$ cat src/rtl/showcycle_pkg.sv
package showcycle_pkg;

  typedef enum logic [2:0] {
    ST_IDLE,
    ST_REQ,
    ST_BACK,
    ST_ADDR,
    ST_DATA
  } sc_state_e;

  localparam logic [1:0] MODE_ALL = 2'b00;
  localparam logic [1:0] MODE_WR  = 2'b01;
  localparam logic [1:0] MODE_OFF = 2'b11;

  // decides whether a transfer of the given direction is mirrored in a mode
  function automatic logic mode_qualifies(input logic [1:0] mode, input logic is_write);
    return (mode == MODE_ALL) || ((mode == MODE_WR) && is_write);
  endfunction

endpackage

$ cat src/rtl/showcycle_mode.sv
module showcycle_mode (
  input  logic       clk,
  input  logic       rst_n,
  input  logic       cfg_we,
  input  logic [1:0] cfg_mode,
  input  logic       lb_write,
  output logic       qual
);
  import showcycle_pkg::*;

  logic [1:0] mode_q;

  always_ff @(posedge clk or negedge rst_n) begin
    if (!rst_n)      mode_q <= MODE_OFF;
    else if (cfg_we) mode_q <= cfg_mode;
  end

  assign qual = mode_qualifies(mode_q, lb_write);
endmodule

$ cat src/rtl/showcycle_latch.sv
module showcycle_latch #(
  parameter int W = 8
) (
  input  logic         clk,
  input  logic         rst_n,
  input  logic         load,
  input  logic [W-1:0] d,
  output logic [W-1:0] q
);
  always_ff @(posedge clk or negedge rst_n) begin
    if (!rst_n)    q <= '0;
    else if (load) q <= d;
  end
endmodule

$ cat src/rtl/showcycle_seq.sv
module showcycle_seq #(
  parameter int MIN_REQ = 2
) (
  input  logic clk,
  input  logic rst_n,
  input  logic capture_evt,
  input  logic retry_evt,
  input  logic lb_gnt,
  input  logic sb_gnt,
  input  logic sb_noshow,
  output logic can_accept,
  output logic lb_req,
  output logic sb_req,
  output logic sb_start,
  output logic sb_aack,
  output logic sb_ta,
  output logic busy
);
  import showcycle_pkg::*;

  localparam int CW = $clog2(MIN_REQ + 1);
  localparam logic [CW-1:0] CMAX = {CW{1'b1}};
  localparam logic [CW-1:0] CNEED = CW'(MIN_REQ - 1);

  sc_state_e state_q, state_d;
  logic [CW-1:0] cnt_q;
  logic retry_q;
  logic req_done;

  assign can_accept = (state_q == ST_IDLE) || (state_q == ST_DATA);
  assign sb_req     = (state_q == ST_REQ) && lb_gnt;
  assign req_done   = sb_req && !sb_noshow && sb_gnt && (cnt_q >= CNEED);
  assign sb_start   = (state_q == ST_ADDR);
  assign sb_aack    = (state_q == ST_ADDR);
  assign sb_ta      = (state_q == ST_DATA);
  assign busy       = (state_q != ST_IDLE);
  assign lb_req     = (state_q == ST_REQ) || (state_q == ST_BACK) ||
                      (state_q == ST_ADDR) || retry_q;

  always_comb begin
    state_d = state_q;
    case (state_q)
      ST_IDLE: if (capture_evt) state_d = ST_REQ;
      ST_REQ: begin
        if (sb_req && sb_noshow) state_d = ST_BACK;
        else if (req_done)       state_d = ST_ADDR;
      end
      ST_BACK: state_d = ST_REQ;
      ST_ADDR: state_d = ST_DATA;
      ST_DATA: state_d = capture_evt ? ST_REQ : ST_IDLE;
      default: state_d = ST_IDLE;
    endcase
  end

  always_ff @(posedge clk or negedge rst_n) begin
    if (!rst_n) begin
      state_q <= ST_IDLE;
      cnt_q   <= '0;
      retry_q <= 1'b0;
    end else begin
      state_q <= state_d;
      retry_q <= retry_evt;
      if ((state_q == ST_REQ) && sb_req)
        cnt_q <= (cnt_q == CMAX) ? cnt_q : cnt_q + CW'(1);
      else
        cnt_q <= '0;
    end
  end
endmodule

$ cat src/rtl/showcycle_bridge.sv
module showcycle_bridge #(
  parameter int AW      = 32,
  parameter int DW      = 32,
  parameter int MIN_REQ = 2
) (
  input  logic          clk,
  input  logic          rst_n,
  input  logic          cfg_we,
  input  logic [1:0]    cfg_mode,
  input  logic          lb_valid,
  input  logic          lb_write,
  input  logic [1:0]    lb_size,
  input  logic [AW-1:0] lb_addr,
  input  logic [DW-1:0] lb_data,
  input  logic          lb_aack,
  output logic          lb_req,
  input  logic          lb_gnt,
  output logic          sb_req,
  input  logic          sb_gnt,
  input  logic          sb_noshow,
  output logic          sb_start,
  output logic          sb_aack,
  output logic          sb_ta,
  output logic          sb_write,
  output logic [1:0]    sb_size,
  output logic [AW-1:0] sb_addr,
  output logic [DW-1:0] sb_data,
  output logic          busy
);
  localparam int LW = 1 + 2 + AW + DW;

  logic qual;
  logic can_accept;
  logic capture_evt;
  logic retry_evt;
  logic [LW-1:0] snap_d, snap_q;

  showcycle_mode u_mode (
    .clk      (clk),
    .rst_n    (rst_n),
    .cfg_we   (cfg_we),
    .cfg_mode (cfg_mode),
    .lb_write (lb_write),
    .qual     (qual)
  );

  assign capture_evt = lb_valid && lb_aack  && qual && can_accept;
  assign retry_evt   = lb_valid && !lb_aack && qual && can_accept;

  assign snap_d = {lb_write, lb_size, lb_addr, lb_data};

  showcycle_latch #(.W(LW)) u_latch (
    .clk   (clk),
    .rst_n (rst_n),
    .load  (capture_evt),
    .d     (snap_d),
    .q     (snap_q)
  );

  assign {sb_write, sb_size, sb_addr, sb_data} = snap_q;

  showcycle_seq #(.MIN_REQ(MIN_REQ)) u_seq (
    .clk         (clk),
    .rst_n       (rst_n),
    .capture_evt (capture_evt),
    .retry_evt   (retry_evt),
    .lb_gnt      (lb_gnt),
    .sb_gnt      (sb_gnt),
    .sb_noshow   (sb_noshow),
    .can_accept  (can_accept),
    .lb_req      (lb_req),
    .sb_req      (sb_req),
    .sb_start    (sb_start),
    .sb_aack     (sb_aack),
    .sb_ta       (sb_ta),
    .busy        (busy)
  );
endmodule

$ cat config.mk
export PLATFORM = sky130hd
export DESIGN_NAME = showcycle_bridge
export DESIGN_NICKNAME = d
export VERILOG_FILES = /design/src/rtl/showcycle_pkg.sv /design/src/rtl/showcycle_mode.sv /design/src/rtl/showcycle_latch.sv /design/src/rtl/showcycle_seq.sv /design/src/rtl/showcycle_bridge.sv
export SDC_FILE = /design/constraint.sdc
export NUM_CORES = 1
export LEC_CHECK = 0
export BUFFER_PORTS_ARGS = -buffer_cell sky130_fd_sc_hd__buf_2
export CORE_AREA = 5 5 116 118
export CTS_BUF_LIST = sky130_fd_sc_hd__clkbuf_4 sky130_fd_sc_hd__clkbuf_8
export DETAILED_ROUTE_END_ITERATION = 12
export DIE_AREA = 0 0 121 123
export PLACE_DENSITY = 0.55
export SYNTH_ARGS = -nofsm -noshare
export SYNTH_HDL_FRONTEND = slang
export SYNTH_SLANG_ARGS = --single-unit
$ cat constraint.sdc
create_clock -name clk -period 1.9 [get_ports clk]
set_clock_uncertainty 0.1 [all_clocks]
set_input_delay 0.19 -clock clk [delete_from_list [all_inputs] [get_ports clk]]
set_output_delay 0.19 -clock clk [all_outputs]
set_load 0.02 [all_outputs]
# ---- Yosys cells after proc, flatten, opt, wreduce, memory -nomap -nowiden
# Cells that the tools add are included.
dict set report totals {
  register_bits 75
  in_bits 77
  out_inout_bits 73
  wordCells 47
}
dict set report op_classes {
  n_addsub 1
  n_lt_le_gt_ge 1
  n_eq_ne 9
  muxes 7
  reduce_logical 24
}
# operator n
set op_table {}
lappend op_table {{$pmux 3 s5} 1}
lappend op_table {{$logic_and 1x1->1} 13}
lappend op_table {{$mux 3} 3}
lappend op_table {{$eq 3x2->1 const B} 2}
lappend op_table {{$logic_or 1x1->1} 5}
lappend op_table {{$mux 2} 2}
lappend op_table {{$eq 3x1->1 const B} 1}
lappend op_table {{$eq 3x3->1 const B} 1}
lappend op_table {{$logic_not 3->1} 1}
lappend op_table {{$ne 3x2->1 const B} 1}
lappend op_table {{$reduce_bool 3->1} 1}
lappend op_table {{$add 2x1->2 const B} 1}
lappend op_table {{$eq 2x1->1 const B} 1}
lappend op_table {{$eq 2x2->1 const B} 1}
lappend op_table {{$ge 2x1->1 const B} 1}
lappend op_table {{$logic_not 1->1} 2}
lappend op_table {{$logic_not 2->1} 1}
lappend op_table {{$ne 2x1->1 const B} 1}
lappend op_table {{$ne 2x2->1 const B} 1}
lappend op_table {{$reduce_and 2->1} 1}
lappend op_table {{$mux 1} 1}

# ---- Depth between registers and ports, before layout
dict set report logic_depth {
  depth_word 8
  ltp_mapped 5
  depth_no_buf 5
}

# ---- By module
# Synthesis repeated with hierarchy kept, for this count alone.
dict set report unflattened {
  hier_cells 180
  area_unflattened_um2 3016.6
}
# module instances cells_per_inst area_each_um2
set by_module_without_submodules {}
lappend by_module_without_submodules {showcycle_latch 1 141 2600.0}
lappend by_module_without_submodules {showcycle_seq 1 31 312.8}
lappend by_module_without_submodules {showcycle_mode 1 6 83.8}
lappend by_module_without_submodules {showcycle_bridge 1 2 20.0}

# ---- Least setup slack after synthesis
# Ideal clock, no wire load.
dict set report synth_path {
  path_kind {reg-to-reg}
  startpoint {reg u_mode.mode_q[0]}
  endpoint {reg u_latch.q[49]}
  setup_ps 125
  arrival_time_ps 1309
  required_time_ps 1675
  slack_ps 366
  path_stages_with_launch 6
  path_cell_list {dfstp_2 nand2b_1 nand4_2 buf_6 buf_6 mux2_4}
}
dict set report synth_between {
  elab_chain_len 5
  elab_cells_between_ends 6
  classes_between {eq/ne: 1; reduce/logical: 5}
}
# item line_no
set synth_lines {}
lappend synth_lines {{from (decl)} showcycle_mode.sv:11} ;# logic [1:0] mode_q;
lappend synth_lines {{from (signal assigned)} showcycle_mode.sv:15} ;# else if (cfg_we) mode_q <= cfg_mode;
lappend synth_lines {{$eq 2x1->1} showcycle_pkg.sv:17} ;# return (mode == MODE_ALL) || ((mode == MODE_WR) && is_write);
lappend synth_lines {{$logic_and 1x1->1} showcycle_pkg.sv:17}
lappend synth_lines {{$logic_or 1x1->1 (*)} showcycle_pkg.sv:17}
lappend synth_lines {{$logic_and 1x1->1 (*) (2 in series)} showcycle_bridge.sv:47} ;# assign capture_evt = lb_valid && lb_aack && qual && can_accept;
lappend synth_lines {{to (signal assigned)} showcycle_latch.sv:11} ;# if (!rst_n) q <= '0;
lappend synth_lines {{to (signal assigned)} showcycle_latch.sv:12} ;# else if (load) q <= d;
lappend synth_lines {{to (decl)} showcycle_latch.sv:8} ;# output logic [W-1:0] q
# Every way passes the cells marked *; elsewhere a longest branch is shown, timed or not.
# A chain may end at the register's enable or synchronous reset.

# ---- Worst setup path in the final report
dict set report layout_path {
  startpoint {reg u_seq.state_q[2]}
  endpoint {out sb_req}
}
dict set report layout_between {
  elab_chain_len 2
}
# item line_no
set layout_lines {}
lappend layout_lines {{from (decl)} showcycle_seq.sv:25} ;# sc_state_e state_q, state_d;
lappend layout_lines {{from (signal assigned)} showcycle_seq.sv:61} ;# state_q <= state_d;
lappend layout_lines {{$eq 3x1->1} showcycle_seq.sv:31} ;# assign sb_req = (state_q == ST_REQ) && lb_gnt;
lappend layout_lines {{$logic_and 1x1->1} showcycle_seq.sv:31}
lappend layout_lines {{to (decl)} showcycle_bridge.sv:18} ;# output logic sb_req,
# Every way passes these cells.

==> key figures <==
Run status
  – Status: complete, no violations

Clock tree
  – Clock root buffer: clkbuf_8
  – CTS tree: done
  – Clock transition at the registers of the reported paths: around 0.07 ns
  – H-tree depth: 3
  – Clock sinks: 75
  – Clock Path Buffers: 2
  – Worst skew pair latency: roughly 0.35 ns
  – CTS Buf Count: 9

Global routing
  – First-pass GRT wire length: 12.2 mm
  – Vias in the first global route: approximately 2500
  – Grt total ovfl: 0
  – Pin count of the biggest net entering global routing: slightly above 40
  – GRT Total Usage: 10.6%
  – Initial antenna violation count: 0

Placement
  – GPL Wtd Cong: roughly 0.7
  – Setup WS pre-CTS: roughly 0.3 ns
  – PortBufs: approximately 150
  – DP HPWL: roughly 5 mm

Power
  – Pwr Density: 1410 mW/mm^2
  – Combinational cell fraction of total power: ~44%
  – Sw frac: between 30% and 40%
  – Clock share of power: 16.5%
  – Peak supply drop: between 0.7 and 0.8 mV
  – Tot Pwr: around 6.9 mW
  – Net Switching: between 2 and 3 mW
  – Sequential share of power: a little under 40%
  – Internal Power: between 4 and 5 mW
  – Leak: around 2.5 nW

Routing
  – Via Count: between 2000 and 2500
  – DRC: 0
  – WL/cell: about 13 um
  – DR iter-0 viols: 65
  – Total Wirelength: 7.69 mm
  – Mean number of vias per cell: 3.91
  – Post-route ant nets: 0
  – Drt pass-1 iters: 3

Die
  – Core Region: 0.0124 sq mm
  – Die W: around 120 um
  – Std-Cell Rows: 41
  – Die area: 0.0149 sq mm
  – Starting Density: approximately 24%
  – Die height: ~120 um
  – IO Pins: 150

Critical path
  – WP data required: ~1.6 ns
  – CP max FO: 6
  – Worst reg-to-reg setup slack: 0.28 ns
  – Worst r2r src: u_seq.state_q[1]$_DFFE_PN0P_
  – Worst r2r dst: u_latch.q[63]$_DFFE_PN0P_
  – Crit Path Category: flip-flop to output pin
  – Length in cells of the worst reg-to-reg path: 5
  – Worst setup EP type: output pin
  – Critical Path AT: between 1.5 and 2 ns
  – Worst setup SP type: flip-flop

Logic synthesis
  – Biggest area consumer among synthesized cells: dfrtp_1
  – Cells after synthesis: ~180
  – Avg Inst Size Synth: 16.6 sq um
  – Post-synthesis sequential area ratio: 63.1%
  – Unique masters post-synth: 24
  – Synth Register Bits: 75
  – Cell area after synthesis: roughly 0.0030 sq mm
  – Top post-synthesis cells by area: dfrtp_1, mux2_2, mux2_4, dfstp_2, buf_6
  – Yosys warns: 0
  – Mapped Nets: 258
  – Share of the synthesized area in the top cell type: around three fifths

Hold path
  – Min-Delay Startpoint: lb_gnt
  – Worst Hold Class: input pin to flip-flop
  – Hold depth: 4
  – Hold EP: u_seq.state_q[0]$_DFFE_PN0P_

Timing
  – Worst slew margin: between 60% and 70%
  – Fin crit share: roughly 97%
  – Hold Fails Final Rpt: 0
  – Slew Limit Fails: 0
  – Worst-Margin Slew: 0.478 ns
  – Setup ws final: between 0.06 and 0.07 ns
  – Peak Freq: between 0.5 and 0.6 GHz
  – Final Setup Violations: 0
  – Fin crit period: 1.84 ns

Layout
  – Layout area overhead: 65.0%
  – Share of layout cells above drive strength 1: roughly 59%
  – NumNets Final: a little under 500
  – Fill cell count: between 1000 and 1500
  – Diodes inserted: 0

Run
  – Max cap viols: 0
synth_stat cells:
library cell	instances
mux2i_1	2
or4bb_1	1
nand4_2	1
nor2_1	4
nand2b_1	1
and2_1	1
buf_6	3
nor2_4	1
and3b_1	2
nand3_1	1
o21ai_0	1
a21oi_1	2
inv_1	4
o21bai_1	1
xor2_1	1
buf_2	4
dfstp_2	2
ha_1	2
mux2_2	50
mux2_4	19
nor2b_1	1
or3_1	1
buf_4	1
dfrtp_1	73
sequential cells by signal (all words and copies together) (netlist names):
name           flops
u_seq.retry_q      1
u_seq.state_q      3
u_seq.cnt_q        2
u_latch.q         67
u_mode.mode_q      2
worst max-delay path by stage:
stage                                 start                   endpoint  slack, ns  cells after the start
2_1_floorplan  u_mode.mode_q[0]$_DFFE_PN1P_  u_latch.q[49]$_DFFE_PN0P_       0.37                      5
3_3_place_gp   u_mode.mode_q[0]$_DFFE_PN1P_   u_latch.q[7]$_DFFE_PN0P_       0.33                      4
3_5_place_dp   u_mode.mode_q[0]$_DFFE_PN1P_  u_latch.q[16]$_DFFE_PN0P_       0.30                      4
4_1_cts        u_seq.state_q[2]$_DFFE_PN0P_                     sb_req       0.02                      3
5_1_grt        u_seq.state_q[2]$_DFFE_PN0P_                     sb_req     -0.004                      3
6_report       u_seq.state_q[2]$_DFFE_PN0P_                     sb_req       0.06                      3
cell usage in the layout (no fill, tap or decap):
master,instances
dlygate4sd3_1,75
a21oi_1,2
nor2_1,4
mux2_2,50
dfrtp_1,71
nand3_1,1
clkinv_2,2
nand4_4,1
or3_1,1
mux2i_1,2
mux2_4,19
o21bai_1,1
nand2b_1,1
ha_1,2
o21ai_0,1
nor2b_1,1
buf_12,3
nor2_4,1
inv_1,4
xor2_1,1
buf_2,147
or4bb_4,1
clkbuf_8,11
and3b_1,2
clkbuf_4,3
and2_1,1
dfrtp_2,2
buf_4,5
dfstp_2,2
area by class of cell:
type / count / area (sq um) / area share (%)
inverter: 4 / 15.0 / 0.305
clock buffer: 14 / 174 / 3.54
tap: 172 / 215 / 4.38
timing repair buffer: 230 / 1580 / 32.2
multi-input combinational: 92 / 1030 / 21.1
clock inverter: 2 / 10.0 / 0.204
sequential: 75 / 1880 / 38.3
cells by family after synthesis:
family | share of synthesized area [%]
flip-flops | 63.1
multiplexers | 29.2
AO/OA/AOI/OAI | 0.756
AND/OR/NAND/NOR | 3.28
adder cells (fa/ha/maj) | 0.840
XOR/XNOR | 0.294
buffers and inverters | 2.56
stage by stage:
stage | area [sq um] | instances | utilization (%) | setup TNS, ns | hold WS (ns)
final | 4910 | 589 | 39.8 | 0 | 0.135
after global routing | 4910 | 589 | 39.8 | -0.00414 | 0.116
after CTS | 4900 | 587 | 39.6 | 0 | 0.0998
after detailed placement | 3950 | 495 | 31.9 | 0 | 0.0896
after global placement | 3950 | 495 | 31.9 | 0 | 0.0813
after floorplan | 2980 | 179 | - | 0 | -0.206
routing by layer:
metal  wire, um  global-route usage (%)
met4        227                    6.30
met1       3030                    11.3
met5          0                       0
met2       4000                    18.8
met3        435                    2.88
timing repair:
item	4_1_cts	5_1_grt
setup endpoints to repair	1	1
resized for setup	2	2
setup buffers	1	2
hold buffers	75	0
hold endpoints to repair	106	0
critical path, cell delays in order, from the launching register on:
cell,delay [ns]
dfrtp_1,0.43
or4bb_4,0.56
inv_1,0.08
buf_4,0.13
power groups by stage:
stage	logic, mW	clock network (mW)	registers, mW
2_1_floorplan	0.962	0	3.64
3_3_place_gp	2.92	0	2.74
3_5_place_dp	2.94	0	2.75
4_1_cts	3.09	1.22	2.73
5_1_grt	3.25	1.28	2.82
6_report	3.07	1.15	2.73
Power figures use the tool's default switching activity.
